[config.mk]
export PLATFORM = sky130hd
export DESIGN_NAME = prp_walker
export DESIGN_NICKNAME = d
export VERILOG_FILES = /design/src/rtl/prp_walk_pkg.sv /design/src/rtl/prp_page_geom.sv /design/src/rtl/prp_seg_slot.sv /design/src/rtl/prp_entry_fetch.sv /design/src/rtl/prp_walker.sv
export SDC_FILE = /design/constraint.sdc
export NUM_CORES = 1
export LEC_CHECK = 0
export BUFFER_PORTS_ARGS = -buffer_cell sky130_fd_sc_hd__buf_2
export CORE_MARGIN = 3
export CORE_UTILIZATION = 30
export DETAILED_ROUTE_END_ITERATION = 7
export GPL_ROUTABILITY_DRIVEN = 0
export RECOVER_POWER = 25
export SETUP_SLACK_MARGIN = 0.2
export SLEW_MARGIN = 15
export SYNTH_ARGS = -nofsm -noshare
export SYNTH_HDL_FRONTEND = slang
export SYNTH_SLANG_ARGS = --single-unit
[constraint.sdc]
create_clock -name clk -period 8.6 [get_ports clk]
set_input_delay 1.29 -clock clk [delete_from_list [all_inputs] [get_ports clk]]
set_output_delay 1.29 -clock clk [all_outputs]
set_load 0.05 [all_outputs]
[src/rtl/prp_walk_pkg.sv]
package prp_walk_pkg;

  localparam int ENT_W = 64;

  // invalid field code with the do-not-retry flag in bit 14
  localparam logic [15:0] ST_BAD_FIELD = 16'h4002;

  typedef enum logic [2:0] {
    W_IDLE,
    W_FIRST,
    W_SECOND,
    W_REQ,
    W_WAIT,
    W_PROC,
    W_FINISH,
    W_FAIL
  } walk_state_e;

endpackage

[src/rtl/prp_page_geom.sv]
module prp_page_geom #(
  parameter int ADDR_W  = 64,
  parameter int LEN_W   = 32,
  parameter int MPS_W   = 3,
  parameter int MAX_MPS = 4,
  parameter int IDX_W   = MAX_MPS + 10
) (
  input  logic [MPS_W-1:0]  mps,
  input  logic [ADDR_W-1:0] ptr,
  input  logic [LEN_W-1:0]  len,
  output logic [LEN_W-1:0]  page_bytes,
  output logic [ADDR_W-1:0] page_mask,
  output logic [IDX_W-1:0]  last_slot,
  output logic [LEN_W-1:0]  first_len
);

  localparam logic [MPS_W-1:0] MPS_CAP = MPS_W'(MAX_MPS);

  logic [MPS_W-1:0] eff_mps;
  logic [LEN_W-1:0] in_page_off;
  logic [LEN_W-1:0] room;

  always_comb begin
    eff_mps     = (mps > MPS_CAP) ? MPS_CAP : mps;
    page_bytes  = {{(LEN_W-1){1'b0}}, 1'b1} << (32'(eff_mps) + 32'd12);
    page_mask   = ADDR_W'(page_bytes) - ADDR_W'(1);
    last_slot   = IDX_W'(page_bytes >> 3) - IDX_W'(1);
    in_page_off = LEN_W'(ptr & page_mask);
    room        = page_bytes - in_page_off;
    first_len   = (len < room) ? len : room;
  end

endmodule

[src/rtl/prp_seg_slot.sv]
module prp_seg_slot #(
  parameter int ADDR_W = 64,
  parameter int LEN_W  = 32
) (
  input  logic              clk,
  input  logic              rst,
  input  logic              load,
  input  logic [ADDR_W-1:0] ld_addr,
  input  logic [LEN_W-1:0]  ld_len,
  input  logic              ready,
  output logic              valid,
  output logic [ADDR_W-1:0] addr,
  output logic [LEN_W-1:0]  len,
  output logic              free
);

  assign free = !valid || ready;

  always_ff @(posedge clk) begin
    if (rst) begin
      valid <= 1'b0;
      addr  <= '0;
      len   <= '0;
    end else if (load) begin
      valid <= 1'b1;
      addr  <= ld_addr;
      len   <= ld_len;
    end else if (ready) begin
      valid <= 1'b0;
    end
  end

endmodule

[src/rtl/prp_entry_fetch.sv]
module prp_entry_fetch #(
  parameter int ADDR_W = 64,
  parameter int ENT_W  = 64
) (
  input  logic              clk,
  input  logic              rst,
  input  logic              issue,
  input  logic [ADDR_W-1:0] issue_addr,
  output logic              rq_valid,
  input  logic              rq_ready,
  output logic [ADDR_W-1:0] rq_addr,
  input  logic              rs_valid,
  input  logic [ENT_W-1:0]  rs_data,
  output logic              ent_valid,
  output logic [ENT_W-1:0]  ent_data
);

  always_ff @(posedge clk) begin
    if (rst) begin
      rq_valid  <= 1'b0;
      rq_addr   <= '0;
      ent_valid <= 1'b0;
      ent_data  <= '0;
    end else begin
      if (issue) begin
        rq_valid <= 1'b1;
        rq_addr  <= issue_addr;
      end else if (rq_valid && rq_ready) begin
        rq_valid <= 1'b0;
      end
      ent_valid <= rs_valid;
      if (rs_valid) begin
        ent_data <= rs_data;
      end
    end
  end

endmodule

[src/rtl/prp_walker.sv]
module prp_walker
  import prp_walk_pkg::*;
#(
  parameter int ADDR_W  = 64,
  parameter int LEN_W   = 32,
  parameter int MPS_W   = 3,
  parameter int MAX_MPS = 4
) (
  input  logic              clk,
  input  logic              rst,
  input  logic              start,
  input  logic [ADDR_W-1:0] ptr1,
  input  logic [ADDR_W-1:0] ptr2,
  input  logic [LEN_W-1:0]  xfer_len,
  input  logic [MPS_W-1:0]  mps,
  output logic              busy,
  output logic              seg_valid,
  input  logic              seg_ready,
  output logic [ADDR_W-1:0] seg_addr,
  output logic [LEN_W-1:0]  seg_len,
  output logic              rd_req_valid,
  input  logic              rd_req_ready,
  output logic [ADDR_W-1:0] rd_req_addr,
  input  logic              rd_rsp_valid,
  input  logic [63:0]       rd_rsp_data,
  output logic              done,
  output logic              err,
  output logic [15:0]       err_status
);

  localparam int IDX_W = MAX_MPS + 10;

  walk_state_e       state;
  logic [ADDR_W-1:0] p1_q, p2_q, base_q;
  logic [LEN_W-1:0]  rem_q;
  logic [MPS_W-1:0]  mps_q;
  logic [IDX_W-1:0]  idx_q;
  logic              done_q, err_q;
  logic [15:0]       status_q;

  logic [LEN_W-1:0]  page_bytes, first_len, data_len;
  logic [ADDR_W-1:0] page_mask, ent_addr, fetch_addr;
  logic [IDX_W-1:0]  last_slot;
  logic              rem_gt_page, p2_misaligned, ent_bad, is_chain;

  logic              seg_load, seg_free;
  logic [ADDR_W-1:0] seg_ld_addr;
  logic [LEN_W-1:0]  seg_ld_len;
  logic              fetch_issue, ent_valid;
  logic [ENT_W-1:0]  ent_data;

  prp_page_geom #(
    .ADDR_W(ADDR_W), .LEN_W(LEN_W), .MPS_W(MPS_W),
    .MAX_MPS(MAX_MPS), .IDX_W(IDX_W)
  ) u_geom (
    .mps(mps_q), .ptr(p1_q), .len(rem_q),
    .page_bytes(page_bytes), .page_mask(page_mask),
    .last_slot(last_slot), .first_len(first_len)
  );

  prp_seg_slot #(.ADDR_W(ADDR_W), .LEN_W(LEN_W)) u_slot (
    .clk(clk), .rst(rst), .load(seg_load),
    .ld_addr(seg_ld_addr), .ld_len(seg_ld_len), .ready(seg_ready),
    .valid(seg_valid), .addr(seg_addr), .len(seg_len), .free(seg_free)
  );

  prp_entry_fetch #(.ADDR_W(ADDR_W), .ENT_W(ENT_W)) u_fetch (
    .clk(clk), .rst(rst), .issue(fetch_issue), .issue_addr(fetch_addr),
    .rq_valid(rd_req_valid), .rq_ready(rd_req_ready), .rq_addr(rd_req_addr),
    .rs_valid(rd_rsp_valid), .rs_data(rd_rsp_data),
    .ent_valid(ent_valid), .ent_data(ent_data)
  );

  always_comb begin
    ent_addr      = ADDR_W'(ent_data);
    rem_gt_page   = rem_q > page_bytes;
    data_len      = rem_gt_page ? page_bytes : rem_q;
    p2_misaligned = (p2_q & page_mask) != '0;
    ent_bad       = (ent_addr == '0) || ((ent_addr & page_mask) != '0);
    is_chain      = (idx_q == last_slot) && rem_gt_page;
    fetch_addr    = base_q + (ADDR_W'(idx_q) << 3);
  end

  always_comb begin
    seg_load    = 1'b0;
    seg_ld_addr = '0;
    seg_ld_len  = '0;
    fetch_issue = 1'b0;
    case (state)
      W_FIRST: begin
        if (p1_q != '0 && rem_q != '0 && seg_free) begin
          seg_load    = 1'b1;
          seg_ld_addr = p1_q;
          seg_ld_len  = first_len;
        end
      end
      W_SECOND: begin
        if (rem_q != '0 && p2_q != '0 && !rem_gt_page && !p2_misaligned && seg_free) begin
          seg_load    = 1'b1;
          seg_ld_addr = p2_q;
          seg_ld_len  = rem_q;
        end
      end
      W_REQ: fetch_issue = 1'b1;
      W_PROC: begin
        if (!ent_bad && !is_chain && seg_free) begin
          seg_load    = 1'b1;
          seg_ld_addr = ent_addr;
          seg_ld_len  = data_len;
        end
      end
      default: ;
    endcase
  end

  always_ff @(posedge clk) begin
    if (rst) begin
      state    <= W_IDLE;
      p1_q     <= '0;
      p2_q     <= '0;
      base_q   <= '0;
      rem_q    <= '0;
      mps_q    <= '0;
      idx_q    <= '0;
      done_q   <= 1'b0;
      err_q    <= 1'b0;
      status_q <= '0;
    end else begin
      done_q <= 1'b0;
      err_q  <= 1'b0;
      case (state)
        W_IDLE: begin
          if (start) begin
            p1_q  <= ptr1;
            p2_q  <= ptr2;
            rem_q <= xfer_len;
            mps_q <= mps;
            idx_q <= '0;
            state <= W_FIRST;
          end
        end
        W_FIRST: begin
          if (p1_q == '0) begin
            state <= W_FAIL;
          end else if (rem_q == '0) begin
            state <= W_FINISH;
          end else if (seg_free) begin
            rem_q <= rem_q - first_len;
            state <= W_SECOND;
          end
        end
        W_SECOND: begin
          if (rem_q == '0) begin
            state <= W_FINISH;
          end else if (p2_q == '0) begin
            state <= W_FAIL;
          end else if (!rem_gt_page) begin
            if (p2_misaligned) begin
              state <= W_FAIL;
            end else if (seg_free) begin
              rem_q <= '0;
              state <= W_FINISH;
            end
          end else begin
            base_q <= p2_q;
            idx_q  <= '0;
            state  <= W_REQ;
          end
        end
        W_REQ: state <= W_WAIT;
        W_WAIT: begin
          if (ent_valid) begin
            state <= W_PROC;
          end
        end
        W_PROC: begin
          if (ent_bad) begin
            state <= W_FAIL;
          end else if (is_chain) begin
            base_q <= ent_addr;
            idx_q  <= '0;
            state  <= W_REQ;
          end else if (seg_free) begin
            rem_q <= rem_q - data_len;
            idx_q <= idx_q + IDX_W'(1);
            state <= (rem_q == data_len) ? W_FINISH : W_REQ;
          end
        end
        W_FINISH: begin
          if (!seg_valid) begin
            done_q <= 1'b1;
            state  <= W_IDLE;
          end
        end
        W_FAIL: begin
          if (!seg_valid) begin
            err_q    <= 1'b1;
            status_q <= ST_BAD_FIELD;
            state    <= W_IDLE;
          end
        end
        default: state <= W_IDLE;
      endcase
    end
  end

  assign busy       = (state != W_IDLE);
  assign done       = done_q;
  assign err        = err_q;
  assign err_status = status_q;

endmodule

; ---- Word-level counts from Yosys, hierarchy flattened
; Index checks and enable logic that the tools add are counted.
[classes]
add_sub_neg = 8
order_cmp = 3
eq_ne = 29
shift = 1
muxes = 64
n_bitwise = 6
n_reduce_logical = 42
[op_table]
columns = operator, count
row1 = $mux W32, 17
row2 = $mux W64, 8
row3 = $reduce_bool A64 Y1, 4
row4 = $logic_not A64 Y1, 3
row5 = $pmux W64 S3, 1
row6 = $and A64 B64 Y64, 2
row7 = $pmux W32 S4, 1
row8 = $pmux W64 S2, 1
row9 = $mux W14, 7
row10 = $pmux W32 S3, 1
row11 = $sub A32 B32 Y32, 3
row12 = $add A64 B17 Y64, 1
row13 = $mux W3, 16
row14 = $pmux W14 S3, 1
row15 = $sub A32 B1 Y33 const B, 1
row16 = $and A32 B32 Y32, 1
row17 = $eq A32 B32 Y1, 1
row18 = $gt A32 B32 Y1, 1
row19 = $logic_not A32 Y1, 1
row20 = $lt A32 B32 Y1, 1
row21 = $reduce_bool A32 Y1, 1
row22 = $shl A1 B32 Y32 const A, 1
row23 = $ne A2 B2 Y1 const B, 15
row24 = $pmux W3 S7, 1
row25 = 27 further kinds, 63
[word_totals]
regBits = 474
inputBits = 233
out_inout_bits = 181
word_cells = 170

; ---- Depth between registers and ports, before layout
; Gate-level depths: netlist (run 1).
[logic_depth]
word_depth = 14
mapped_depth = 35
depth_no_buf = 33

; ---- Modules after synthesis
; A second synthesis (run 1) with hierarchy kept.
[hier_totals]
cells_unflattened = 3765
hier_area_um2 = 29839.9
[by_module_without_submodules]
columns = module, n_inst, cells_each, area_each_um2, seq_area_each_um2
row1 = prp_walker, 1, 2676, 19073.3, 4944.7
row2 = prp_entry_fetch, 1, 418, 4664.5, 2602.5
row3 = prp_seg_slot, 1, 314, 3438.3, 1941.9
row4 = prp_page_geom, 1, 357, 2663.8, 0.0

; ---- Worst setup path after synthesis (run 1)
; No wires, ideal clock.
[synth_path]
kind = reg2reg
start = register mps_q[0]
end = register rem_q[30]
setup_time_ps = 120
arrival_time_ps = 6820
t_required_ps = 8480
setup_slack_ps = 1661
path_stages_with_launch = 32
path_buffers = 2
synth_period_minus_slack_ps = 6939
cell_sequence = dfxtp_1 clkbuf_1 nor3_2 xor2_1 nand2_1 ha_1 a22o_1 a211oi_1 o21ai_1 a41oi_2 o21ai_0 o41ai_1 xnor2_1 inv_1 ha_1 nand4_1 or4_1 o211ai_1 clkbuf_1 o21ai_0 ha_1 fa_1 nand2b_1 a21oi_1 o22ai_1 o21a_1 o2111a_1 o21ai_0 o211ai_1 nor4b_1 o31a_1 o31a_1
[synth_via]
elab_chain_cells = 14
word_cells_on_any_way = 33
classes_between = add/sub: 6 / order compare: 3 / eq/ne: 5 / shift: 1 / mux: 10 / bitwise: 3 / reduce/logical: 5
[synth_rtl]
columns = element, line_no
row1 = start: declaration, prp_walker.sv:36  ; logic [MPS_W-1:0] mps_q;
row2 = start signal: assignment, prp_walker.sv:137  ; mps_q <= mps;
row3 = $gt A3 B3 Y1, prp_page_geom.sv:24  ; eff_mps = (mps > MPS_CAP) ? MPS_CAP : mps;
row4 = $mux W3 (*), prp_page_geom.sv:24
row5 = $add A3 B4 Y5 (*), prp_page_geom.sv:25  ; page_bytes = {{(LEN_W-1){1'b0}}, 1'b1} << (32'(eff_mps) + 32'd12);
row6 = $shl A1 B32 Y32 (*), prp_page_geom.sv:25
row7 = $sub A32 B1 Y33, prp_page_geom.sv:26  ; page_mask = ADDR_W'(page_bytes) - ADDR_W'(1);
row8 = $and A32 B32 Y32, prp_page_geom.sv:28  ; in_page_off = LEN_W'(ptr & page_mask);
row9 = $sub A32 B32 Y32, prp_page_geom.sv:29  ; room = page_bytes - in_page_off;
row10 = $lt A32 B32 Y1, prp_page_geom.sv:30  ; first_len = (len < room) ? len : room;
row11 = $mux W32, prp_page_geom.sv:30
row12 = $sub A32 B32 Y32, prp_walker.sv:148  ; rem_q <= rem_q - first_len;
row13 = $mux W32, prp_walker.sv:147  ; end else if (seg_free) begin
row14 = $mux W32, prp_walker.sv:145  ; end else if (rem_q == '0) begin
row15 = $mux W32, prp_walker.sv:143  ; if (p1_q == '0) begin
row16 = $pmux W32 S4, prp_walker.sv:131  ; case (state)
row17 = end signal: assignment, prp_walker.sv:136  ; rem_q <= xfer_len;
row18 = end signal: assignment, prp_walker.sv:148
row19 = end signal: assignment, prp_walker.sv:184  ; rem_q <= rem_q - data_len;
row20 = end: declaration, prp_walker.sv:35  ; logic [LEN_W-1:0] rem_q;
; Mark *: on every way between the ends. The rest lies on a longest branch, timed or not. The select of a mux whose other input is x is not followed.
; A chain may end at the register's enable or synchronous reset.

; ---- Worst setup path in the final report (run 1)
; Same ends and word-level chain as after synthesis.

==> summary.txt, run 1 <==
Finish
  • Number of nets in the layout: 4004
  • Fill cells: between 9000 and 10000
  • Share of cells above drive strength 1: between 10% and 20%
  • Layout area overhead: 18.5%

Clock tree
  • Post-CTS Setup Inserts: 0
  • CTS Root Cell: clkbuf_16
  • CTS tree: built
  • PostCTS Resize Cnt: 0
  • Clock sinks: 474
  • Worst-case clock buffer depth: 3
  • CTS Hold Bufs: 0
  • CTS clk-pin slew, worst paths: about 0.070 ns
  • Number of CTS-inserted buffers: between 50 and 60
  • Htree depth: 2
  • Clock Latency Late Sink: ~0.61 ns

Pwr
  • Switching part of the total: 46.4%
  • PwrDens: roughly 380 mW/mm^2
  • Peak VDD IR: approximately 0.21 mV
  • Cell-internal power: approximately 6.3 mW
  • Clock network power share: a little over a fifth
  • Total chip power: between 10 and 15 mW
  • Combinational Power Share: 51.6%
  • Sequential share of power: between 20% and 30%
  • Net Sw Power: around 5.5 mW
  • Static leakage: roughly 12 nW

Yosys
  • Main synth FF type: dfxtp_1
  • Post-synth top area cell: dfxtp_1
  • Ranking of synthesized cells by area: dfxtp_1, nand2_1, ha_1, nor2_1, a21oi_1
  • FF+latch count, synth: 474
  • Most numerous cell in the Yosys netlist: nand2_1
  • Yosys top cell area share: roughly 36%
  • Yosys cell types: 94
  • Async SR Flop Fraction: 0%
  • Syn. warnings: 0
  • Post-synth EDFFs: 0
  • Synth top cells by count: nand2_1, dfxtp_1, nor2_1
  • Syn Inst Count: about 3300
  • Avg Inst Size Synth: 7.93 um^2
  • Mapped Area: approximately 0.026 mm^2
  • Sequential-to-total area share from yosys stat: a little over a third

Setup path
  • Slowest cell on crit path: or4_1
  • Data required, critical path: about 9 ns
  • Crit-path max cell delay: roughly 0.52 ns
  • Setup CP Type: reg2reg
  • Critical Path End Type: register
  • Crit start category: register
  • Arrival time worst endpoint: approximately 8.4 ns
  • CP max FO: 32

STA
  • Worst slew margin: -393%
  • Slew @ Worst Pin: 7.40 ns
  • Setup Skew: around 0.019 ns
  • Fmax: ~130 MHz
  • Fin. max-slew vios: 230
  • Fin. Hold Viols: 0
  • Final-report setup violation count: 0
  • Tmin final: between 7 and 8 ns
  • RSZ-0062 raised after global routing: false
  • Final period util: 91.4%
  • Setup tns final: 0 ns

Routing
  • Final ANT Viol Nets: 0
  • Residual DRC count: 0
  • Iter 0 DRT Violations: between 1500 and 2000
  • DRT Wirelength: 101000 um
  • DR vias/cell: between 5 and 6
  • Via count: between 20000 and 30000
  • Post-DR wirelength/cell: ~21 um
  • Drt first pass iters: 6

Floorplanning
  • Die height: 302 um
  • Initial Utilization: a little under a third
  • Core Box Area: approximately 0.087 mm^2
  • Die W: approximately 300 um
  • Cell Rows: 108
  • Io pins: between 400 and 500
  • Die area: 0.0914 mm^2

Global route
  • Overall global routing resource usage: a little over a fifth
  • Largest net degree at the start of global routing: around 190
  • Initial antenna violation count: 12
  • Vias in the first global route: approximately 24000
  • First-pass GRT wire length: 149000 um
  • Total grt overflow: 0

Run status
  • Status: finished, violations left
  • Violated checks: capacitance limit, slew limit

Placement
  • I/O Buffers: 399
  • DPL Wire Length: 74000 um

Min path
  • Hold Path Class: reg2reg

Run
  • Max-Cap Viols: 2
[sequential cells by signal, summed over array words and instances, names as in the netlist, 3 cells and up]
signal and flops:
u_fetch.rq_addr 64, idx_q 14, rem_q 32, mps_q 3, u_slot.len 32, state 3, base_q 64, u_slot.addr 64
p1_q 64, u_fetch.ent_data 64, p2_q 64
[layout make-up]
type / instances / area (um^2) / area share, %
diodes: 6 / 15.0 / 0.0481
clock inverters: 23 / 337 / 1.08
clock buffers: 80 / 1600 / 5.13
repair buffers: 427 / 2190 / 7.01
flip-flops and latches: 474 / 9490 / 30.4
multi-input cells: 2592 / 15800 / 50.7
inverters: 83 / 312 / 0.997
well taps: 1155 / 1450 / 4.63
[final timing paths]
path	start	to	slack, ns	cells past startpoint
setup / recovery	mps_q[0]$_SDFFE_PP0P_	rem_q[30]$_SDFFE_PP0P_	0.74	30
hold / removal	u_fetch.rq_addr[33]$_SDFFE_PP0P_	u_fetch.rq_addr[33]$_SDFFE_PP0P_	0.44	2
setup reg to reg	mps_q[0]$_SDFFE_PP0P_	rem_q[30]$_SDFFE_PP0P_	0.74	30
hold reg to reg	u_fetch.rq_addr[33]$_SDFFE_PP0P_	u_fetch.rq_addr[33]$_SDFFE_PP0P_	0.44	2
[power by group through the flow]
stage,logic (mW),registers (mW),clock network [mW]
3_5_place_dp,6.01,3.24,0
5_1_grt,6.70,3.25,2.66
2_1_floorplan,4.21,3.35,0
4_1_cts,6.04,3.19,2.58
3_3_place_gp,5.96,3.23,0
6_report,6.10,3.20,2.53
[layer usage]
metal / wire length [um] / vias up / GRT usage, %
li1: - / 12543 / -
met1: 45500 / 12342 / 28.9
met2: 45400 / 834 / 33.2
met3: 5940 / 205 / 3.17
met4: 4270 / 12 / 8.26
met5: 89 / - / 0
[critical path: cells and delay by family (launching register included)]
family,cells,cell delay [ns]
compound gates,15,3.57
xor+xnor,2,0.50
simple gates,7,1.43
fa+ha+maj,4,1.29
buf+inv,2,0.42
flops,1,0.51
[through the flow]
step	cells	worst slack [ns]	area (um^2)	hold WS, ns	util, %
final	4840	0.736	31200	0.444	35.9
after global routing	4836	0.241	31200	0.464	35.9
after CTS	4834	0.592	31300	0.449	36.0
after detailed placement	4731	0.643	29300	0.435	33.8
after global placement	4731	0.816	29300	0.431	33.8
after floorplan	3373	1.66	26500	0.432	-
[layout by cell type (no fill, tap or decap), types with 52 or more instances in the layout]
cell / n
a211oi_1: 60
a21oi_1: 294
a221oi_1: 86
a22o_1: 54
a311oi_1: 78
buf_2: 360
clkbuf_1: 52
clkbuf_16: 57
dfxtp_1: 473
ha_1: 134
inv_1: 82
mux2i_1: 85
nand2_1: 564
nand3_1: 54
nor2_1: 401
nor4_1: 56
o21ai_0: 95
xnor2_1: 66
xor2_1: 56
[kinds of logic after synthesis]
family	synth area share (%)
fa+ha+maj	6.59
xor+xnor	4.06
buf+inv	4.83
other cells	0.0285
compound gates	22.2
flops	36.0
simple gates	22.5
mux	3.74
Note: power is estimated with default switching activity, not from simulation.
==> run 2: changes to the inputs <==
--- a/config.mk
+++ b/config.mk
@@ -5,10 +5,10 @@
 export SDC_FILE = /design/constraint.sdc
 export NUM_CORES = 1
 export LEC_CHECK = 0
-export BUFFER_PORTS_ARGS = -buffer_cell sky130_fd_sc_hd__buf_2
 export CORE_MARGIN = 3
 export CORE_UTILIZATION = 30
 export DETAILED_ROUTE_END_ITERATION = 7
+export DONT_BUFFER_PORTS = 1
 export GPL_ROUTABILITY_DRIVEN = 0
 export RECOVER_POWER = 25
 export SETUP_SLACK_MARGIN = 0.2
==> run 2 against run 1 <==
Net effect: critical endpoint is now rem_q[31]$_SDFFE_PP0P_; maximum frequency rose by 1.3%; critical path type unchanged; the flow still finishes with violations (capacitance limit, slew limit); clock skew rose by 0.045 ns; flip-flop and latch count did not move; count of clock-buffer cells in the layout fell by 3; critical path depth fell by 1; non-clock buffer count fell by 402; setup slack improved by 0.10 ns; sequential share of layout area rose by 2.0 points; global-route usage fell by 0.26 points; cell area fell by 6.2%.
==> summary.txt, run 2 (synthesis gave the netlist of run 1 again) <==
Finish
  • Most frequent cells in the layout: nand2_1, dfxtp_1, nor2_1, a21oi_1, ha_1 (was nand2_1, dfxtp_1, nor2_1, buf_2, a21oi_1)
  • Share of cells above drive strength 1: 5.67% (was 14.8%)
  • Number of nets in the layout: 3603 (was 4004)
  • Layout area overhead: 11.3% (was 18.5%)
  • Fill cells: 9158 (was 9090)
  • Commonest non-fill, non-tap cell in the layout: nand2_1 (unchanged)

STA
  • Hold slack: 0.460 ns (was 0.444 ns)
  • Tmin final: 7.76 ns (was 7.86 ns)
  • Fmax: 129 MHz (was 127 MHz)
  • RSZ-0062 raised after global routing: false (unchanged)
  • Worst slew margin: -104% (was -393%)
  • Setup Skew: 0.0640 ns (was 0.0190 ns)
  • Setup tns final: 0 ns (unchanged)
  • Slew @ Worst Pin: 3.06 ns (was 7.40 ns)
  • Fin. Hold Viols: 0 (unchanged)
  • Final-report setup violation count: 0 (unchanged)
  • Fin. max-slew vios: 111 (was 230)
  • Final period util: 90.3% (was 91.4%)

Floorplanning
  • Io pins: 414 (unchanged)
  • Core Box Area: 0.0869 mm^2 (unchanged)
  • Die area: 0.0914 mm^2 (unchanged)
  • Initial Utilization: 30.3% (unchanged)
  • Die height: 302 um (unchanged)
  • Cell Rows: 108 (unchanged)
  • Die W: 302 um (unchanged)

Run status
  • Violated checks: capacitance limit, slew limit (unchanged)
  • Status: finished, violations left (unchanged)

Placement
  • DPL Wire Length: 72700 um (was 74000 um)
  • I/O Buffers: 0 (was 399)

Setup path
  • Critical Path End Type: register (unchanged)
  • Crit start category: register (unchanged)
  • Delay-heaviest family, CP: compound AO/OA/AOI/OAI gates (unchanged)
  • CP bufs+invs: 2 (unchanged)
  • Data required, critical path: 9.10 ns (was 9.08 ns)
  • CP max FO: 14 (was 32)
  • Arrival time worst endpoint: 8.26 ns (was 8.35 ns)
  • Slowest cell on crit path: or4_1 (unchanged)
  • Crit-path max cell delay: 0.52 ns (about the same)
  • Setup CP Type: reg2reg (unchanged)

Routing
  • DR vias/cell: 5.52 (was 5.36)
  • Via count: 24500 (was 25936)
  • Residual DRC count: 0 (unchanged)
  • DRT Wirelength: 100000 um (was 101000 um)
  • Drt first pass iters: 5 (was 6)
  • Post-DR wirelength/cell: 22.6 um (was 20.9 um)
  • Final ANT Viol Nets: 0 (unchanged)
  • Iter 0 DRT Violations: 2112 (was 1954)

Clock tree
  • CTS tree: built (unchanged)
  • CTS Hold Bufs: 0 (unchanged)
  • Clock sinks: 474 (unchanged)
  • Post-CTS Setup Inserts: 0 (unchanged)
  • Number of CTS-inserted buffers: 57 (was 56)
  • CTS clk-pin slew, worst paths: 0.06 ns (was 0.07 ns)
  • Clock Latency Late Sink: 0.67 ns (was 0.61 ns)
  • CTS Root Cell: clkbuf_16 (unchanged)
  • Worst-case clock buffer depth: 3 (unchanged)
  • PostCTS Resize Cnt: 0 (unchanged)
  • Htree depth: 2 (unchanged)

Global route
  • Initial antenna violation count: 1 (was 12)
  • Total grt overflow: 0 (unchanged)
  • Met1 Usage GRT: 27.8% (was 28.9%)
  • Met2 Usage GRT: 32.5% (was 33.2%)
  • Vias in the first global route: 22750 (was 23917)
  • First-pass GRT wire length: 146000 um (was 149000 um)
  • Met3 Use GR: 4.08% (was 3.17%)
  • GR peak layer: met2 (unchanged)
  • Overall global routing resource usage: 20.8% (was 21.1%)
  • Largest net degree at the start of global routing: 473 (was 185)

Pwr
  • Peak VDD IR: 0.179 mV (was 0.214 mV)
  • Static leakage: 10.7 nW (was 12.3 nW)
  • PwrDens: 401 mW/mm^2 (was 379 mW/mm^2)

Min path
  • Hold Path Class: reg2reg (unchanged)

Run
  • Max-Cap Viols: 2 (unchanged)
==> run 2: layout make-up <==
cell class / instances / area (um^2) / share of cell area (%)
multi-input combinational: 2592 / 15800 / 54.1
sequential: 474 / 9490 / 32.4
clock buffer: 77 / 1610 / 5.50
tap: 1155 / 1450 / 4.93
clock inverter: 27 / 419 / 1.43
inverter: 83 / 312 / 1.06
timing repair buffer: 25 / 184 / 0.627
antenna: 2 / 5.00 / 0.0171
==> run 2: routing by layer <==
layer,vias to the layer above,wire (um)
met5,-,0
met4,0,4570
met3,195,6970
met2,864,44500
met1,11705,44100
li1,11736,-
==> run 2: power by group <==
| group | switching (mW) | total [mW] | internal [mW] |
|---|---|---|---|
| registers | 0.996 | 3.62 | 2.62 |
| clock network | 1.05 | 2.61 | 1.56 |
| logic | 3.45 | 5.52 | 2.07 |
| total | 5.50 | 11.8 | 6.25 |
==> run 2: worst reg2reg max path: cells and delay by family, from the launching register on <==
kind                       cells  cell delay, ns
and+or+nand+nor                5            1.32
adders and majority gates      3            0.93
DFF                            1            0.40
muxes                          1            0.39
xor gates and xnor gates       3            0.53
AOI/OAI and AO/OA             15            3.67
buffers and inverters          2            0.37
==> run 2: worst paths after layout <==
kind | startpoint | endpoint | slack [ns] | depth (start not counted)
hold reg to reg | base_q[1]$_SDFFE_PP0P_ | u_fetch.rq_addr[1]$_SDFFE_PP0P_ | 0.46 | 2
setup reg to reg | mps_q[1]$_SDFFE_PP0P_ | rem_q[31]$_SDFFE_PP0P_ | 0.84 | 29
setup / recovery | mps_q[1]$_SDFFE_PP0P_ | rem_q[31]$_SDFFE_PP0P_ | 0.84 | 29
hold / removal | base_q[1]$_SDFFE_PP0P_ | u_fetch.rq_addr[1]$_SDFFE_PP0P_ | 0.46 | 2
==> run 2: per-stage QoR <==
step | std cells | setup slack, ns | utilization (%) | power [mW] | cell area, um^2
2_1_floorplan | 3373 | 1.66 | - | 7.56 | 26500
3_3_place_gp | 4329 | 0.919 | 31.4 | 9.01 | 27300
3_5_place_dp | 4329 | 0.740 | 31.4 | 9.07 | 27300
4_1_cts | 4433 | 0.704 | 33.7 | 11.7 | 29300
5_1_grt | 4433 | 0.195 | 33.7 | 12.5 | 29300
6_report | 4435 | 0.838 | 33.7 | 11.8 | 29300
